[src/rtl/oled_dec_pkg.sv]
package oled_dec_pkg;
  typedef enum logic [1:0] {MD_IDLE, MD_DATA, MD_CMD} mode_e;

  typedef enum logic [3:0] {
    CC_NOP, CC_COL_LO, CC_COL_HI, CC_START, CC_SKIP,
    CC_MIRROR, CC_ALLON, CC_INV, CC_EN, CC_PAGE, CC_BAD
  } cmd_e;

  localparam logic [7:0] PFX_CMD  = 8'h80;
  localparam logic [7:0] PFX_DATA = 8'h40;
endpackage

[src/rtl/oled_cmd_class.sv]
module oled_cmd_class
  import oled_dec_pkg::*;
(
  input  logic [7:0] byte_i,
  output cmd_e       cls_o
);
  always_comb begin
    cls_o = CC_BAD;
    if (byte_i <= 8'h0f)                            cls_o = CC_COL_LO;
    else if (byte_i <= 8'h20)                       cls_o = CC_COL_HI;
    else if (byte_i >= 8'h40 && byte_i <= 8'h7f)    cls_o = CC_START;
    else if (byte_i >= 8'hb0 && byte_i <= 8'hbf)    cls_o = CC_PAGE;
    else if (byte_i >= 8'hc0 && byte_i <= 8'hc8)    cls_o = CC_NOP;
    else begin
      case (byte_i)
        8'ha0, 8'ha1: cls_o = CC_MIRROR;
        8'ha4, 8'ha5: cls_o = CC_ALLON;
        8'ha6, 8'ha7: cls_o = CC_INV;
        8'hae, 8'haf: cls_o = CC_EN;
        8'h81, 8'ha8, 8'had, 8'hd3, 8'hd5,
        8'hd8, 8'hd9, 8'hda, 8'hdb: cls_o = CC_SKIP;
        8'he3:        cls_o = CC_NOP;
        default:      cls_o = CC_BAD;
      endcase
    end
  end
endmodule

[src/rtl/oled_wr_addr.sv]
module oled_wr_addr #(
  parameter int COLS   = 132,
  parameter int COL_W  = 8,
  parameter int PAGE_W = 3,
  parameter int ADDR_W = 11
) (
  input  logic [COL_W-1:0]  col_i,
  input  logic [PAGE_W-1:0] page_i,
  output logic [ADDR_W-1:0] addr_o
);
  localparam logic [ADDR_W-1:0] STRIDE = ADDR_W'(COLS);
  always_comb addr_o = ADDR_W'(col_i) + ADDR_W'(page_i) * STRIDE;
endmodule

[src/rtl/oled_cmd_decoder.sv]
module oled_cmd_decoder
  import oled_dec_pkg::*;
#(
  parameter int COLS   = 132,
  parameter int PAGES  = 8,
  parameter int LINE_W = 6,
  localparam int COL_W  = 8,
  localparam int PAGE_W = $clog2(PAGES),
  localparam int ADDR_W = $clog2(COLS * PAGES)
) (
  input  logic              clk_i,
  input  logic              rst_ni,
  input  logic              byte_valid_i,
  input  logic [7:0]        byte_i,
  input  logic              xfer_done_i,
  input  logic              rd_req_i,
  output logic [7:0]        rd_data_o,
  input  logic              redraw_ack_i,
  output logic              mem_we_o,
  output logic [ADDR_W-1:0] mem_addr_o,
  output logic [7:0]        mem_wdata_o,
  output logic              redraw_o,
  output logic              err_o,
  output logic [PAGE_W-1:0] page_o,
  output logic [COL_W-1:0]  col_o,
  output logic [LINE_W-1:0] start_line_o,
  output logic              disp_en_o,
  output logic              inverse_o,
  output logic              all_on_o,
  output logic              mirror_o
);
  localparam logic [COL_W-1:0] COL_LIM = COL_W'(COLS);

  mode_e               mode_q;
  logic                skip_q;
  logic [PAGE_W-1:0]   page_q;
  logic [COL_W-1:0]    col_q;
  logic [LINE_W-1:0]   start_q;
  logic                en_q, inv_q, allon_q, mirror_q, redraw_q;
  cmd_e                cls;
  logic                wr_ok, cmd_live, pfx_bad;

  oled_cmd_class u_class (.byte_i(byte_i), .cls_o(cls));

  oled_wr_addr #(.COLS(COLS), .COL_W(COL_W), .PAGE_W(PAGE_W), .ADDR_W(ADDR_W))
    u_addr (.col_i(col_q), .page_i(page_q), .addr_o(mem_addr_o));

  always_comb begin
    wr_ok    = byte_valid_i && mode_q == MD_DATA && col_q < COL_LIM;
    cmd_live = byte_valid_i && mode_q == MD_CMD && !skip_q;
    pfx_bad  = byte_valid_i && mode_q == MD_IDLE &&
               byte_i != PFX_CMD && byte_i != PFX_DATA;
  end

  assign mem_we_o     = wr_ok;
  assign mem_wdata_o  = byte_i;
  assign err_o        = pfx_bad || (cmd_live && cls == CC_BAD);
  assign rd_data_o    = rd_req_i ? 8'hff : 8'h00;
  assign redraw_o     = redraw_q;
  assign page_o       = page_q;
  assign col_o        = col_q;
  assign start_line_o = start_q;
  assign disp_en_o    = en_q;
  assign inverse_o    = inv_q;
  assign all_on_o     = allon_q;
  assign mirror_o     = mirror_q;

  always_ff @(posedge clk_i or negedge rst_ni) begin
    if (!rst_ni) begin
      mode_q   <= MD_IDLE;
      skip_q   <= 1'b0;
      page_q   <= '0;
      col_q    <= '0;
      start_q  <= '0;
      en_q     <= 1'b0;
      inv_q    <= 1'b0;
      allon_q  <= 1'b0;
      mirror_q <= 1'b0;
      redraw_q <= 1'b0;
    end else begin
      if (redraw_ack_i) redraw_q <= 1'b0;
      if (wr_ok)        redraw_q <= 1'b1;
      if (byte_valid_i) begin
        unique case (mode_q)
          MD_IDLE: begin
            if (byte_i == PFX_CMD)       mode_q <= MD_CMD;
            else if (byte_i == PFX_DATA) mode_q <= MD_DATA;
          end
          MD_DATA: if (wr_ok) col_q <= col_q + 1'b1;
          MD_CMD: begin
            if (skip_q) skip_q <= 1'b0;  // argument byte dropped, mode kept
            else begin
              mode_q <= MD_IDLE;
              case (cls)
                CC_COL_LO: col_q[3:0]  <= byte_i[3:0];
                CC_COL_HI: col_q[7:4]  <= byte_i[3:0];
                CC_START:  start_q     <= '0;
                CC_PAGE:   page_q      <= byte_i[PAGE_W-1:0];
                CC_MIRROR: mirror_q    <= byte_i[0];
                CC_ALLON:  allon_q     <= byte_i[0];
                CC_INV:    inv_q       <= byte_i[0];
                CC_EN:     en_q        <= byte_i[0];
                CC_SKIP:   skip_q      <= 1'b1;
                default:   ;
              endcase
            end
          end
          default: mode_q <= MD_IDLE;
        endcase
      end
      if (xfer_done_i) mode_q <= MD_IDLE;
    end
  end

  assert_col_step_R3: assert property (@(posedge clk_i) disable iff (!rst_ni)
    mem_we_o |=> col_q == $past(col_q) + 8'd1);
  assert_we_data_mode_R3: assert property (@(posedge clk_i) disable iff (!rst_ni)
    mem_we_o |-> mode_q == MD_DATA);
  assert_redraw_set_R4: assert property (@(posedge clk_i) disable iff (!rst_ni)
    mem_we_o |=> redraw_o);
  assert_done_idle_R11: assert property (@(posedge clk_i) disable iff (!rst_ni)
    xfer_done_i |=> mode_q == MD_IDLE);
  assert_err_idle_R2: assert property (@(posedge clk_i) disable iff (!rst_ni)
    err_o |=> mode_q == MD_IDLE);
  assert_skip_drop_R9: assert property (@(posedge clk_i) disable iff (!rst_ni)
    (byte_valid_i && skip_q && mode_q == MD_CMD) |=>
      (!skip_q && $stable(col_o) && $stable(page_o) && $stable(inverse_o) && $stable(disp_en_o)));
endmodule

[config.mk]
export PLATFORM = sky130hd
export DESIGN_NAME = oled_cmd_decoder
export DESIGN_NICKNAME = d
export VERILOG_FILES = /design/src/rtl/oled_dec_pkg.sv /design/src/rtl/oled_cmd_class.sv /design/src/rtl/oled_wr_addr.sv /design/src/rtl/oled_cmd_decoder.sv
export SDC_FILE = /design/constraint.sdc
export NUM_CORES = 1
export LEC_CHECK = 0
export BUFFER_PORTS_ARGS = -buffer_cell sky130_fd_sc_hd__buf_2
export CAP_MARGIN = 20
export CORE_MARGIN = 2
export CORE_UTILIZATION = 55
export DETAILED_ROUTE_END_ITERATION = 8
export GPL_TIMING_DRIVEN = 0
export PLACE_DENSITY = 0.95
export SLEW_MARGIN = 5
export SYNTH_ARGS = -nofsm -noshare
export SYNTH_HDL_FRONTEND = slang
export SYNTH_SLANG_ARGS = --single-unit
[constraint.sdc]
create_clock -name clk_i -period 3.8 [get_ports clk_i]
set_input_delay 0.38 -clock clk_i [delete_from_list [all_inputs] [get_ports clk_i]]
set_output_delay 0.38 -clock clk_i [all_outputs]
set_load 0.005 [all_outputs]
## Word level (Yosys, flattened, before mapping)

Cells that the tools add are included.

| storage, ports and cells | value |
|---|---|
| flip-flop bits (word level) | 19 |
| latch bits | 0 |
| RAM bits | 0 |
| ROM bits | 0 |
| input bits | 14 |
| memories | 0 |

| operators by class | value |
|---|---|
| add/sub/neg operators | 2 |
| multiply operators | 1 |
| divide/modulo/power cells | 0 |
| order comparisons | 9 |
| equal/unequal tests | 40 |
| shifts and indexed selects | 0 |
| multiplexer cells | 22 |
| bitwise gates (word level) | 1 |
| reduce and logical (&&, ||, !) cells | 31 |

Operator list:

| cell | number |
|---|---|
| 8-bit equality test (second input constant) | 19 |
| 4-bit two-way mux | 7 |
| 8-bit two-way mux | 3 |
| 4-bit one-hot mux with 6 select lines | 1 |
| 4-bit AND reduction | 6 |
| 4-bit by 3-bit equality test with 1-bit output (second input constant) | 4 |
| 8-bit greater-or-equal comparator (second input constant) | 2 |
| 8-bit less-or-equal comparator (second input constant) | 2 |
| 8-bit one-hot mux with 2 select lines | 1 |
| 4-bit equality test (second input constant) | 3 |
| 8-bit by 11-bit adder with 11-bit output | 1 |
| 1-bit logical AND | 11 |
| 2-bit two-way mux | 5 |
| 5-bit AND reduction | 2 |
| 3-bit by 6-bit multiplier with 9-bit output (second input constant) | 1 |
| 9-bit OR reduction | 1 |
| 8-bit by 1-bit adder with 8-bit output (second input constant) | 1 |
| 8-bit by 7-bit equality test with 1-bit output (second input constant) | 1 |
| 8-bit by 7-bit greater-or-equal comparator with 1-bit output (second input constant) | 1 |
| 8-bit by 4-bit less-or-equal comparator with 1-bit output (second input constant) | 1 |
| 8-bit by 6-bit less-or-equal comparator with 1-bit output (second input constant) | 1 |
| 8-bit by 7-bit less-or-equal comparator with 1-bit output (second input constant) | 1 |
| 8-bit < comparator (second input constant) | 1 |
| 8-bit by 7-bit inequality test with 1-bit output (second input constant) | 1 |
| 18 further kinds | 29 |

## Depth between registers and ports, before layout

Gate-level depths: netlist (run 1).

| depth | value |
|---|---|
| depth after elaboration | 12 |
| mapped depth | 8 |
| gate-level depth less buffers | 7 |

## Modules after synthesis

A second synthesis (run 1) with hierarchy kept.

| unflattened totals | value |
|---|---|
| cell total of the unflattened synthesis | 224 |
| area total of the unflattened synthesis | 1963.1 um^2 |

Modules (own cells, without submodules):

| module | times used | cells an instance | area each (um^2) |
|---|---|---|---|
| oled_cmd_decoder | 1 | 147 | 1406.3 |
| oled_cmd_class | 1 | 47 | 309.0 |
| oled_wr_addr | 1 | 30 | 247.7 |

## Worst setup path after synthesis (run 1)

OpenSTA, ideal clock, no wires.

| path | value |
|---|---|
| kind | register to output |
| start | register col_q[2] (netlist: col_o[2]) |
| end | output mem_addr_o[10] |
| data arrival time | 1.712 ns |
| setup slack | 1.708 ns |
| stages on the path, launching flop included | 8 |
| cells stage by stage | dfrtp_1 -> ha_1 -> inv_1 -> fa_1 -> nor2b_1 -> o21ai_0 -> o21bai_1 -> and3_1 |

| between the ends | value |
|---|---|
| longest elaborated chain between the ends | 1 |

Ends and longest elaborated chain:

| what | RTL line | text |
|---|---|---|
| start, declared | oled_cmd_decoder.sv:37 | `logic [COL_W-1:0] col_q;` |
| start signal, assigned | oled_cmd_decoder.sv:89 | `MD_DATA: if (wr_ok) col_q <= col_q + 1'b1;` |
| start signal, assigned | oled_cmd_decoder.sv:95 | `CC_COL_LO: col_q[3:0] <= byte_i[3:0];` |
| 8-bit by 11-bit adder with 11-bit output | oled_wr_addr.sv:12 | `always_comb addr_o = ADDR_W'(col_i) + ADDR_W'(page_i) * STRIDE;` |
| end, declared | oled_cmd_decoder.sv:20 | `output logic [ADDR_W-1:0] mem_addr_o,` |

Every way passes these cells.

## Worst setup path after layout (run 1)

Ends and elaborated chain as after synthesis.

==> metrics.txt, run 1 <==
warnings from Yosys 0; DR vias ~1900; root buf cell clkbuf_4; Post-synth EDFFs 0; Synth area leader dfrtp_1; Fin. Hold Viols 0; Final ANT Viol Nets 0; status complete, no violations; fraction of registers with async set/reset 1.000; crit path from col_o[2]; Syn-to-layout area delta 19.91%; die footprint roughly 4000 um2; ratio of cells with drive above 1 in the final layout 0.3833; clock buffer depth 2; vias in the first global route 1716; worst r2r dst col_o[7]; PostCTS Resize Cnt 0; Diodes inserted 0; critical-path cell list ha_1 -> inv_1 -> fa_1 -> nor2b_1 -> o21ai_0 -> o21bai_1 -> and3_1 -> buf_2; Sink Count 19; Vias/cell ~5.5; adder-cell share of the synthesized area 0.04239; footprint of the multi-input gates between 1000 and 1500 um2; hold crit path type primary input to async pin; simple-gate share of the synthesized area 0.2678; fin crit share 0.7223; critical path's slowest cell dfrtp_1; Tot GR Track Use 0.2379; Die W 63.52 um; Rows 21; crit path to mem_addr_o[10]; CP Launch Type register; R2R Path Start col_o[2]; Fillers 280; slowest stage delay, CP ~0.58 ns; Synth area leaders dfrtp_1 24%, buf_4 11%, mux2_2 3.5%; DRT Pass-1 Iters 4; Die H between 60 and 70 um; TritonCTS clock tree built; Critical Path Fanout Max 8; Pleak roughly 1.2 nW; pin count of the biggest net entering global routing 20; largest family of logic cells by synthesized area simple AND/OR/NAND/NOR gates; Cells after Synth 234; Layout Utilization 0.6946; setup TNS 0 ns; Slew Limit Fails 0; TritonCTS Buffers 3; dpl hpwl around 3.6 mm; unrepaired setup endpoints after global routing false; initial core utilization 0.5792; FF/Latch Area ~480 um2; clock-pin slew on the worst setup and hold paths 0.11 ns; Max VDD drop 0.2060 mV; CTS HTree Levels 1; post-synthesis cell type count 57; fmax about 0.36 GHz; # Post-CTS Setup Buffers 0; Worst-Margin Slew a little under 0.6 ns; Final Wtd Congestion roughly 0.89; post-synthesis mux area share 0.04046; wire per inst around 13 um; skew final slightly above 0.004 ns; Core Area about 3400 um2; Synth Register Bits 19; register area share after synthesis 0.2441; fin nets between 300 and 400; Synth Area in XOR/XNOR 0.04945; Synth Area in Compound Gates 0.1965; syn_area_per_cell roughly 8.3 um2; Rel. slew slack 0.6112; Synth top area share 0.2441; global-route wire length before repair between 7 and 8 mm; final worst path period need approximately 2.7 ns; Power Dens Cells 180.1 nW/um2; MaxCap Viol Count 0; port bufs 57; Crit path arrival time 2.36 ns; # DRC 0; Critical Path End Type output pin; Post-CTS Hold Fix Bufs 0; Main synth FF type dfrtp_1; Detailed Route WL 4.645 mm; reg2reg setup slack approximately 1.7 ns; initial antenna violation count 0; worst-case reg-to-reg path depth 6; num ports 65; Post-Syn Area between 1500 and 2000 um2; setup violators final 0; Worst EP required roughly 3.4 ns; CP Class register to output pin; clk_lat worst skew around 0.30 ns; total gr overflow 0; DRT iter0 DRCs 105
-- synth_stat cells (2+ instances only) --
| master | instances |
|---|---|
| buf_4 | 28 |
| o2111ai_1 | 3 |
| nand3_1 | 10 |
| and3_1 | 3 |
| o21ai_0 | 10 |
| inv_1 | 14 |
| nand4b_1 | 2 |
| a31oi_1 | 3 |
| o21a_1 | 2 |
| and4b_1 | 3 |
| nand2_1 | 17 |
| mux2_2 | 6 |
| xor2_1 | 4 |
| buf_2 | 5 |
| nor4_4 | 2 |
| or3_4 | 2 |
| nand2b_1 | 7 |
| nor2_1 | 16 |
| nor3_2 | 2 |
| o211ai_1 | 3 |
| dfrtp_1 | 19 |
| a211oi_1 | 2 |
| a21oi_1 | 12 |
| o22ai_1 | 3 |
| o21bai_1 | 3 |
| a21o_1 | 2 |
| nor4_1 | 3 |
| nor3_1 | 3 |
| xnor2_1 | 7 |
| o21ai_2 | 2 |
| ha_1 | 5 |
| clkbuf_1 | 2 |
| nor2b_1 | 5 |
-- worst min path at each step --
| stage | slack, ns | cells past startpoint | endpoint | from |
|---|---|---|---|---|
| after floorplan | 0.08 | 0 | all_on_o | rst_ni |
| after global placement | 0.34 | 1 | col_o[6] | rst_ni |
| after detailed placement | 0.35 | 1 | col_o[6] | rst_ni |
| after CTS | 0.02 | 1 | page_o[2] | rst_ni |
| after global routing | 0.02 | 1 | col_o[6] | rst_ni |
| final | 0.007 | 1 | col_o[6] | rst_ni |
-- sequential cells by signal (all words and copies together) (netlist names) --
signal / flops
mode_q: 2
disp_en_o: 1
mirror_o: 1
inverse_o: 1
page_o: 3
skip_q: 1
redraw_o: 1
col_o: 8
all_on_o: 1
-- worst max-delay path: cells and delay by family (launching register included) --
kind	cells	cell delay, ns
adder cells (fa/ha/maj)	2	0.65
AO/OA/AOI/OAI	2	0.38
flip-flops	1	0.58
buffers and inverters	2	0.16
AND/OR/NAND/NOR	2	0.29
-- placed cells by master (no fill, tap or decap), types with 6 or more instances in the layout --
cell type and n:
xnor2_1 7, conb_1 6, buf_2 62, inv_1 14, a21oi_1 12, nand2_1 17, buf_4 28, dfrtp_1 19
nor2_1 16, o21ai_0 10, nand3_1 10, mux2_2 6, nand2b_1 7
-- cell families after synthesis --
logic type | after synthesis
simple gates | 86
compound gates | 54
buf+inv | 50
flops | 19
xor+xnor | 11
mux | 7
fa+ha+maj | 6
other cells | 1
-- metal layers --
| metal | part of all wire | GRT usage | vias up |
|---|---|---|---|
| met5 | 0 | 0 | - |
| met2 | 0.48 | 0.4066 | 76 |
| met4 | 0.0099 | 0.05435 | 0 |
| met3 | 0.069 | 0.02679 | 4 |
| li1 | - | - | 930 |
| met1 | 0.44 | 0.3217 | 889 |
-- through the flow --
| stage | cells | area, um2 | hold slack (ns) | setup slack [ns] | total power [mW] |
|---|---|---|---|---|---|
| floorplan | 239 | 1967 | 0.08441 | 1.708 | 0.2813 |
| global placement | 342 | 2310 | 0.3365 | 1.502 | 0.3174 |
| detailed placement | 342 | 2310 | 0.3470 | 1.400 | 0.3193 |
| CTS | 346 | 2336 | 0.02069 | 1.059 | 0.4206 |
| global route | 346 | 2336 | 0.01861 | 0.7969 | 0.4458 |
| finish | 346 | 2336 | 0.006576 | 1.055 | 0.4208 |
-- cell type report --
cell class	count	share of cell area
well taps	46	0.02464
multi-input cells	170	0.5072
repair buffers	57	0.1221
inverters	14	0.02250
clock buffers	4	0.01125
plain buffers	36	0.1087
flip-flops and latches	19	0.2035
-- power breakdown --
part           internal (mW)  switching [mW]  total, mW
Combinational         0.0532          0.0556      0.109
Sequential             0.204         0.00310      0.207
Clock                 0.0409          0.0637      0.105
Total                  0.298           0.122      0.421
Power figures use the tool's default switching activity.
==> run 2: changes to the inputs <==
--- a/config.mk
+++ b/config.mk
@@ -8,10 +8,10 @@
 export BUFFER_PORTS_ARGS = -buffer_cell sky130_fd_sc_hd__buf_2
 export CAP_MARGIN = 20
 export CORE_MARGIN = 2
-export CORE_UTILIZATION = 55
+export CORE_UTILIZATION = 51
 export DETAILED_ROUTE_END_ITERATION = 8
 export GPL_TIMING_DRIVEN = 0
-export PLACE_DENSITY = 0.95
+export PLACE_DENSITY = 0.92
 export SLEW_MARGIN = 5
 export SYNTH_ARGS = -nofsm -noshare
 export SYNTH_HDL_FRONTEND = slang
==> constraint.sdc (replaced) <==
create_clock -name clk_i -period 2.6 [get_ports clk_i]
set_input_delay 0.26 -clock clk_i [delete_from_list [all_inputs] [get_ports clk_i]]
set_output_delay 0.26 -clock clk_i [all_outputs]
set_load 0.005 [all_outputs]
==> run 2 against run 1 <==
Hold slack improved by 0.16 ns. Sequential power increased by 46%. Cell count increased by 0.87%. Register-to-register slack got worse by 1.2 ns. Critical path depth unchanged. Core utilization decreased by 4.8 points. Flip-flop and latch count unchanged. Sequential share of layout area decreased by 0.23 points. Global-route usage decreased by 2.8 points.
==> metrics.txt, run 2 (synthesis gave the netlist of run 1 again) <==
status complete, no violations (unchanged); critical path's slowest cell dfrtp_2 (was dfrtp_1); Critical Path Fanout Max 8 (unchanged); initial antenna violation count 0 (unchanged); skew final 0.005392 ns (was 0.004094 ns); Worst EP required 2.34 ns (was 3.42 ns); num ports 65 (unchanged); port bufs 57 (unchanged); grt peak-use layer met2 (unchanged); dpl hpwl 3.505 mm (was 3.615 mm); Fillers 307 (was 280); die footprint 4330 um2 (was 4034 um2); Slew Limit Fails 0 (unchanged); Die H 65.81 um (was 63.52 um); unrepaired setup endpoints after global routing false (unchanged); # DRC 0 (unchanged); GR Util met1 0.2923 (was 0.3217); DR vias 1930 (was 1899); hold crit path type primary input to register (was primary input to async pin); Crit path depth 8 (unchanged); clk_lat worst skew 0.27 ns (was 0.30 ns); met3 Resource Use GR 0.03237 (was 0.02679); reg2reg setup slack 0.48 ns (was 1.69 ns); Final ANT Viol Nets 0 (unchanged); wire per inst 13.35 um (was 13.42 um); Vias/cell 5.530 (was 5.488); crit path from col_o[2] (unchanged); total gr overflow 0 (unchanged); Rows 22 (was 21); slowest stage delay, CP 0.47 ns (was 0.58 ns); fin nets 322 (was 321); Worst-Margin Slew 0.6659 ns (was 0.5788 ns); final instance area 2369 um2 (was 2336 um2); Tot GR Track Use 0.2102 (was 0.2379); setup TNS 0 ns (unchanged); DRT iter0 DRCs 127 (was 105); Detailed Route WL 4.660 mm (was 4.645 mm); # Post-CTS Setup Buffers 0 (unchanged); fmax ~0.41 GHz; Critical Path End Type output pin (unchanged); Global Route met2 Usage 0.3422 (was 0.4066); Largest register FFs 8 (unchanged); Core Area 3661 um2 (was 3363 um2); Max VDD drop 0.2113 mV (was 0.2060 mV); TritonCTS Buffers 3 (unchanged); DRT Pass-1 Iters 4 (unchanged); Fin. Hold Viols 0 (unchanged); Final Wtd Congestion 0.8979 (was 0.8937); global-route wire length before repair 7.217 mm (was 7.852 mm); worst-case reg-to-reg path depth 6 (unchanged); leading cell type in the layout, fill and taps excluded buf_2 (unchanged); final worst path period need ~2.4 ns; ratio of cells with drive above 1 in the final layout 0.3854 (was 0.3833); initial core utilization 0.5321 (was 0.5792); clock-pin slew on the worst setup and hold paths 0.08 ns (was 0.11 ns); R2R Path Start col_o[3] (was col_o[2]); most frequent cells in the layout 62 x buf_2, 28 x buf_4, 18 x dfrtp_1 (was 62 x buf_2, 28 x buf_4, 19 x dfrtp_1); Die W 65.81 um (was 63.52 um); setup violators final 0 (unchanged); critical path's top delay family adder cells (unchanged); clock buffer depth 2 (unchanged); crit path to mem_addr_o[10] (unchanged); CP Launch Type register (unchanged); Crit path arrival time 2.17 ns (was 2.36 ns); CP Class register to output pin (unchanged); Syn-to-layout area delta 21.58% (was 19.91%); MaxCap Viol Count 0 (unchanged); Rel. slew slack 0.5527 (was 0.6112); root buf cell clkbuf_8 (was clkbuf_4); DP Area 2312 um2 (was 2310 um2); Sink Count 19 (unchanged); worst r2r dst col_o[7] (unchanged); CP Buf/Inv Count 2 (unchanged); fin crit share 0.9351; TritonCTS clock tree built (unchanged); vias in the first global route 1581 (was 1716); Pleak 1.192 nW (was 1.181 nW); CTS HTree Levels 1 (unchanged); pin count of the biggest net entering global routing 20 (unchanged); Diodes inserted 0 (unchanged); Power Dens Cells 287.6 nW/um2 (was 180.1 nW/um2); critical-path cell list ha_1 -> inv_1 -> fa_1 -> nor2b_1 -> o21ai_0 -> o21bai_1 -> and3_1 -> buf_2 (unchanged)
## run 2: cell count changes in the layout (fill, tap and decap cells not counted)
cell	delta
clkbuf_4	-3
clkbuf_8	+3
dfrtp_1	-1
dfrtp_2	+1
dlygate4sd3_1	+1
## run 2: power by group
group	leakage [nW]	switching (mW)	internal [mW]
sequential	0.254	0.00449	0.298
clock	0.0228	0.108	0.109
combinational	0.915	0.0818	0.0788
total	1.19	0.194	0.487
## run 2: through the flow
stage / hold WS, ns / worst slack, ns / utilization / instances / power [mW]
3_5_place_dp: 0.2248 / 0.3483 / 0.6316 / 344 / 0.4671
2_1_floorplan: -0.03559 / 0.6278 / - / 239 / 0.4112
3_3_place_gp: 0.2194 / 0.3906 / 0.6316 / 344 / 0.4639
5_1_grt: 0.1770 / 0.02213 / 0.6470 / 349 / 0.7035
4_1_cts: 0.1729 / 0.06450 / 0.6466 / 349 / 0.6744
6_report: 0.1652 / 0.1686 / 0.6470 / 349 / 0.6811
## run 2: worst reg2reg max path: stages (launching register included)
cell     delay [ns]
dfrtp_1        0.50
inv_1          0.14
nor3_1         0.59
nand3_1        0.23
xor2_1         0.17
a21oi_1        0.08
a221o_1        0.30
## run 2: how the worst min path moves through the flow
stage | slack (ns) | cells past startpoint | from | to
after floorplan | -0.04 | 0 | rst_ni | all_on_o
after global placement | 0.22 | 1 | rst_ni | col_o[6]
after detailed placement | 0.22 | 1 | rst_ni | col_o[6]
after CTS | 0.17 | 2 | xfer_done_i | mode_q[1]
after global routing | 0.18 | 2 | xfer_done_i | mode_q[1]
final | 0.17 | 2 | xfer_done_i | mode_q[1]
## run 2: what timing repair did
item | 4_1_cts | 5_1_grt
endpoints found under the setup margin | 0 | 2
hold buffers | 1 | 0
resized for setup | 0 | 1
hold endpoints to repair | 19 | 0
## run 2: cell type report
type / instances / area, um2 / area share
inverters: 14 / 52.55 / 0.02219
well taps: 48 / 60.06 / 0.02536
repair buffers: 58 / 295.3 / 0.1247
plain buffers: 36 / 254.0 / 0.1072
flip-flops and latches: 19 / 476.7 / 0.2013
multi-input cells: 170 / 1185 / 0.5003
clock buffers: 4 / 45.04 / 0.01902
## run 2: routing by layer
metal / part of all wire / routed length, um
met2: 0.47 / 2208
met4: 0.0071 / 33
met5: 0 / 0
met3: 0.084 / 392
met1: 0.43 / 2026
==> run 3: changes to the inputs <==
--- a/config.mk
+++ b/config.mk
@@ -5,6 +5,7 @@
 export SDC_FILE = /design/constraint.sdc
 export NUM_CORES = 1
 export LEC_CHECK = 0
+export ABC_AREA = 1
 export BUFFER_PORTS_ARGS = -buffer_cell sky130_fd_sc_hd__buf_2
 export CAP_MARGIN = 20
 export CORE_MARGIN = 2
==> run 3 against run 2 <==
Power down 13%. Combinational power down 12%. First-iteration DRC count down 41%. Critical path depth down 1. Hold slack worse by 0.029 ns. Register-to-register slack better by 0.17 ns. Largest power group unchanged. Clock skew down 0.0043 ns.
==> metrics.txt, run 3 <==
Die H 64.48 um (was 65.81 um); # DRC 0 (unchanged); global-route wire length before repair 7.100 mm (was 7.217 mm); Die W 64.48 um (was 65.81 um); total gr overflow 0 (unchanged); clock-pin slew on the worst setup and hold paths 0.10 ns (was 0.08 ns); TritonCTS Buffers 3 (unchanged); wire per inst 10.98 um (was 13.35 um); final worst path period need 2.420 ns (was 2.431 ns); hold crit path type primary input to register (unchanged); Power Dens Cells 263.0 nW/um2 (was 287.6 nW/um2); Rows 21 (was 22); port bufs 55 (was 57); met3 routed WL 303 um (was 392 um); Synth Register Bits 19 (unchanged); TritonCTS clock tree built (unchanged); post-synthesis cell type count 36 (was 57); CTS HTree Levels 1 (unchanged); Fillers 305 (was 307); syn_area_per_cell 6.735 um2 (was 8.325 um2); Diodes inserted 0 (unchanged); Detailed Route WL 4.260 mm (was 4.660 mm); Rel. slew slack 0.6376 (was 0.5527); CP Class register to output pin (unchanged); Final Non-Filler Cells 388 (was 349); Sink Count 19 (unchanged); Tot GR Track Use 0.2116 (was 0.2102); setup slack after layout 0.1797 ns (was 0.1686 ns); clock buffer depth 2 (unchanged); Largest register FFs 8 (unchanged); skew final 0.001065 ns (was 0.005392 ns); DRT iter0 DRCs 75 (was 127); fin nets 363 (was 322); MaxCap Viol Count 0 (unchanged); Crit path arrival time 2.16 ns (was 2.17 ns); Worst-Margin Slew 0.5395 ns (was 0.6659 ns); leading cell type in the layout, fill and taps excluded nand2_1 (was buf_2); Slew Limit Fails 0 (unchanged); ratio of cells with drive above 1 in the final layout 0.3129 (was 0.3854); Synth top area share 0.2549 (was 0.2441); Max VDD drop 0.1332 mV (was 0.2113 mV); critical path's slowest cell dfrtp_1 (was dfrtp_2); Hold WS 0.1360 ns (was 0.1652 ns); Cells after Synth 277 (was 234); fmax 0.4132 GHz (was 0.4113 GHz); fin crit share 0.9309 (was 0.9351); initial core utilization 0.5462 (was 0.5321); status complete, no violations (unchanged); pre-CTS WS 0.3825 ns (was 0.3483 ns); warnings from Yosys 0 (unchanged); initial antenna violation count 0 (unchanged); pin count of the biggest net entering global routing 20 (unchanged); vias in the first global route 1676 (was 1581); dpl hpwl 3.422 mm (was 3.505 mm); Post-Syn Area 1866 um2 (was 1948 um2); Vias/cell 5.064 (was 5.530); num ports 65 (unchanged); clk_lat worst skew 0.30 ns (was 0.27 ns); Synth area leaders dfrtp_1 25%, nand2_1 13%, buf_4 9.7% (was dfrtp_1 24%, buf_4 11%, mux2_2 3.5%); fraction of registers with async set/reset 1.000 (unchanged); DP Cell Count 383 (was 344); Final Wtd Congestion 0.9146 (was 0.8979); Critical Path End Type output pin (unchanged); Post-Route M1 WL 1.783 mm (was 2.026 mm); Syn-to-layout area delta 21.19% (was 21.58%); register area share after synthesis 0.2549 (was 0.2441); Final ANT Viol Nets 0 (unchanged); Post-synth EDFFs 0 (unchanged); max layer used met4 (unchanged); Critical Path Fanout Max 4 (was 8); Met2 Wirelength 2.074 mm (was 2.208 mm); die footprint 4158 um2 (was 4330 um2); DR vias 1965 (was 1930); DRT Pass-1 Iters 4 (unchanged); Fin. Hold Viols 0 (unchanged); Synth area leader dfrtp_1 (unchanged); top post-synthesis cells by count 65 x nand2_1, 38 x nor2_1, 29 x inv_1 (was 28 x buf_4, 19 x dfrtp_1, 17 x nand2_1); CP Launch Type register (unchanged); most frequent cell after synthesis nand2_1 (was buf_4); Pleak 1.214 nW (was 1.192 nW); Main synth FF type dfrtp_1 (unchanged); setup TNS 0 ns (unchanged); slowest stage delay, CP 0.44 ns (was 0.47 ns); most frequent cells in the layout 65 x nand2_1, 56 x buf_2, 38 x nor2_1 (was 62 x buf_2, 28 x buf_4, 18 x dfrtp_1); setup violators final 0 (unchanged); root buf cell clkbuf_4 (was clkbuf_8); critical-path cell list ha_1 -> inv_1 -> fa_1 -> o21ai_0 -> a31oi_1 -> nor3b_1 -> buf_2 (was ha_1 -> inv_1 -> fa_1 -> nor2b_1 -> o21ai_0 -> o21bai_1 -> and3_1 -> buf_2); unrepaired setup endpoints after global routing false (unchanged); Worst EP required 2.34 ns (about the same); Core Area 3416 um2 (was 3661 um2)
[run 3: changes by cell type after synthesis, moves of 7 or more]
cell / previous run / this run
nand3_1: 10 / 21
o21ai_0: 10 / 19
nand2_1: 17 / 65
inv_1: 14 / 29
nand2b_1: 7 / 0
nor2_1: 16 / 38
a21oi_1: 12 / 4
[run 3: per-stage QoR]
stage                     area, um2  power (mW)    util
final                          2261      0.5945  0.6619
after global routing           2261      0.6326  0.6619
after CTS                      2255      0.5978  0.6601
after detailed placement       2217      0.4505  0.6491
after global placement         2217      0.4474  0.6491
after floorplan                1884      0.4008       -
[run 3: cell type report]
| class | count | area [um2] | area share |
|---|---|---|---|
| multi-input combinational | 201 | 1065 | 0.4709 |
| sequential | 19 | 476.7 | 0.2108 |
| timing repair buffer | 56 | 285.3 | 0.1262 |
| buffer | 28 | 221.5 | 0.09795 |
| inverter | 34 | 127.6 | 0.05645 |
| tap | 46 | 57.56 | 0.02546 |
| clock buffer | 3 | 22.52 | 0.009961 |
| clock inverter | 1 | 5.005 | 0.002214 |
[run 3: worst paths after layout]
path | from | end | slack, ns | depth (start not counted)
max | page_o[0] | mem_addr_o[10] | 0.18 | 7
min | redraw_ack_i | redraw_o | 0.14 | 2
max reg2reg | col_o[4] | col_o[2] | 0.65 | 8
min reg2reg | inverse_o | inverse_o | 0.50 | 2
max in group asynchronous | rst_ni | col_o[2] | 1.87 | 2
min in group asynchronous | rst_ni | col_o[1] | 0.41 | 2
[run 3: cell families (layout without fill, tap and decap cells)]
kind of cell,Yosys count,in the layout,share of synthesized area
simple gates,144,144,0.3568
buf+inv,62,122,0.1871
compound gates,37,37,0.1160
flops,19,19,0.2549
xor+xnor,7,7,0.03286
fa+ha+maj,6,6,0.04427
other cells,1,6,0.002010
mux,1,1,0.006036
[run 3: report_power, final]
group / internal, mW / switching (mW)
Clock: 0.0574 / 0.0914
Sequential: 0.299 / 0.00513
Combinational: 0.0663 / 0.0756
[run 3: per-layer routing]
layer	up-vias	GRT usage
met2	89	0.3763
met4	0	0.08245
li1	997	-
met3	11	0.01389
met5	-	0
met1	868	0.2679
[run 3: repair_timing]
item | in CTS | in global routing
setup buffers | 0 | 0
gates resized for setup | 0 | 3
endpoints found under the hold margin | 19 | 0
hold buffers | 1 | 0
setup endpoints to repair | 0 | 2
[run 3: worst max-delay path, delay by kind of cell (launching register included)]
| family | cells | cell delay, ns |
|---|---|---|
| AOI/OAI and AO/OA | 2 | 0.46 |
| buffers and inverters | 2 | 0.20 |
| and+or+nand+nor | 1 | 0.20 |
| DFF | 1 | 0.44 |
| adders and majority gates | 2 | 0.57 |
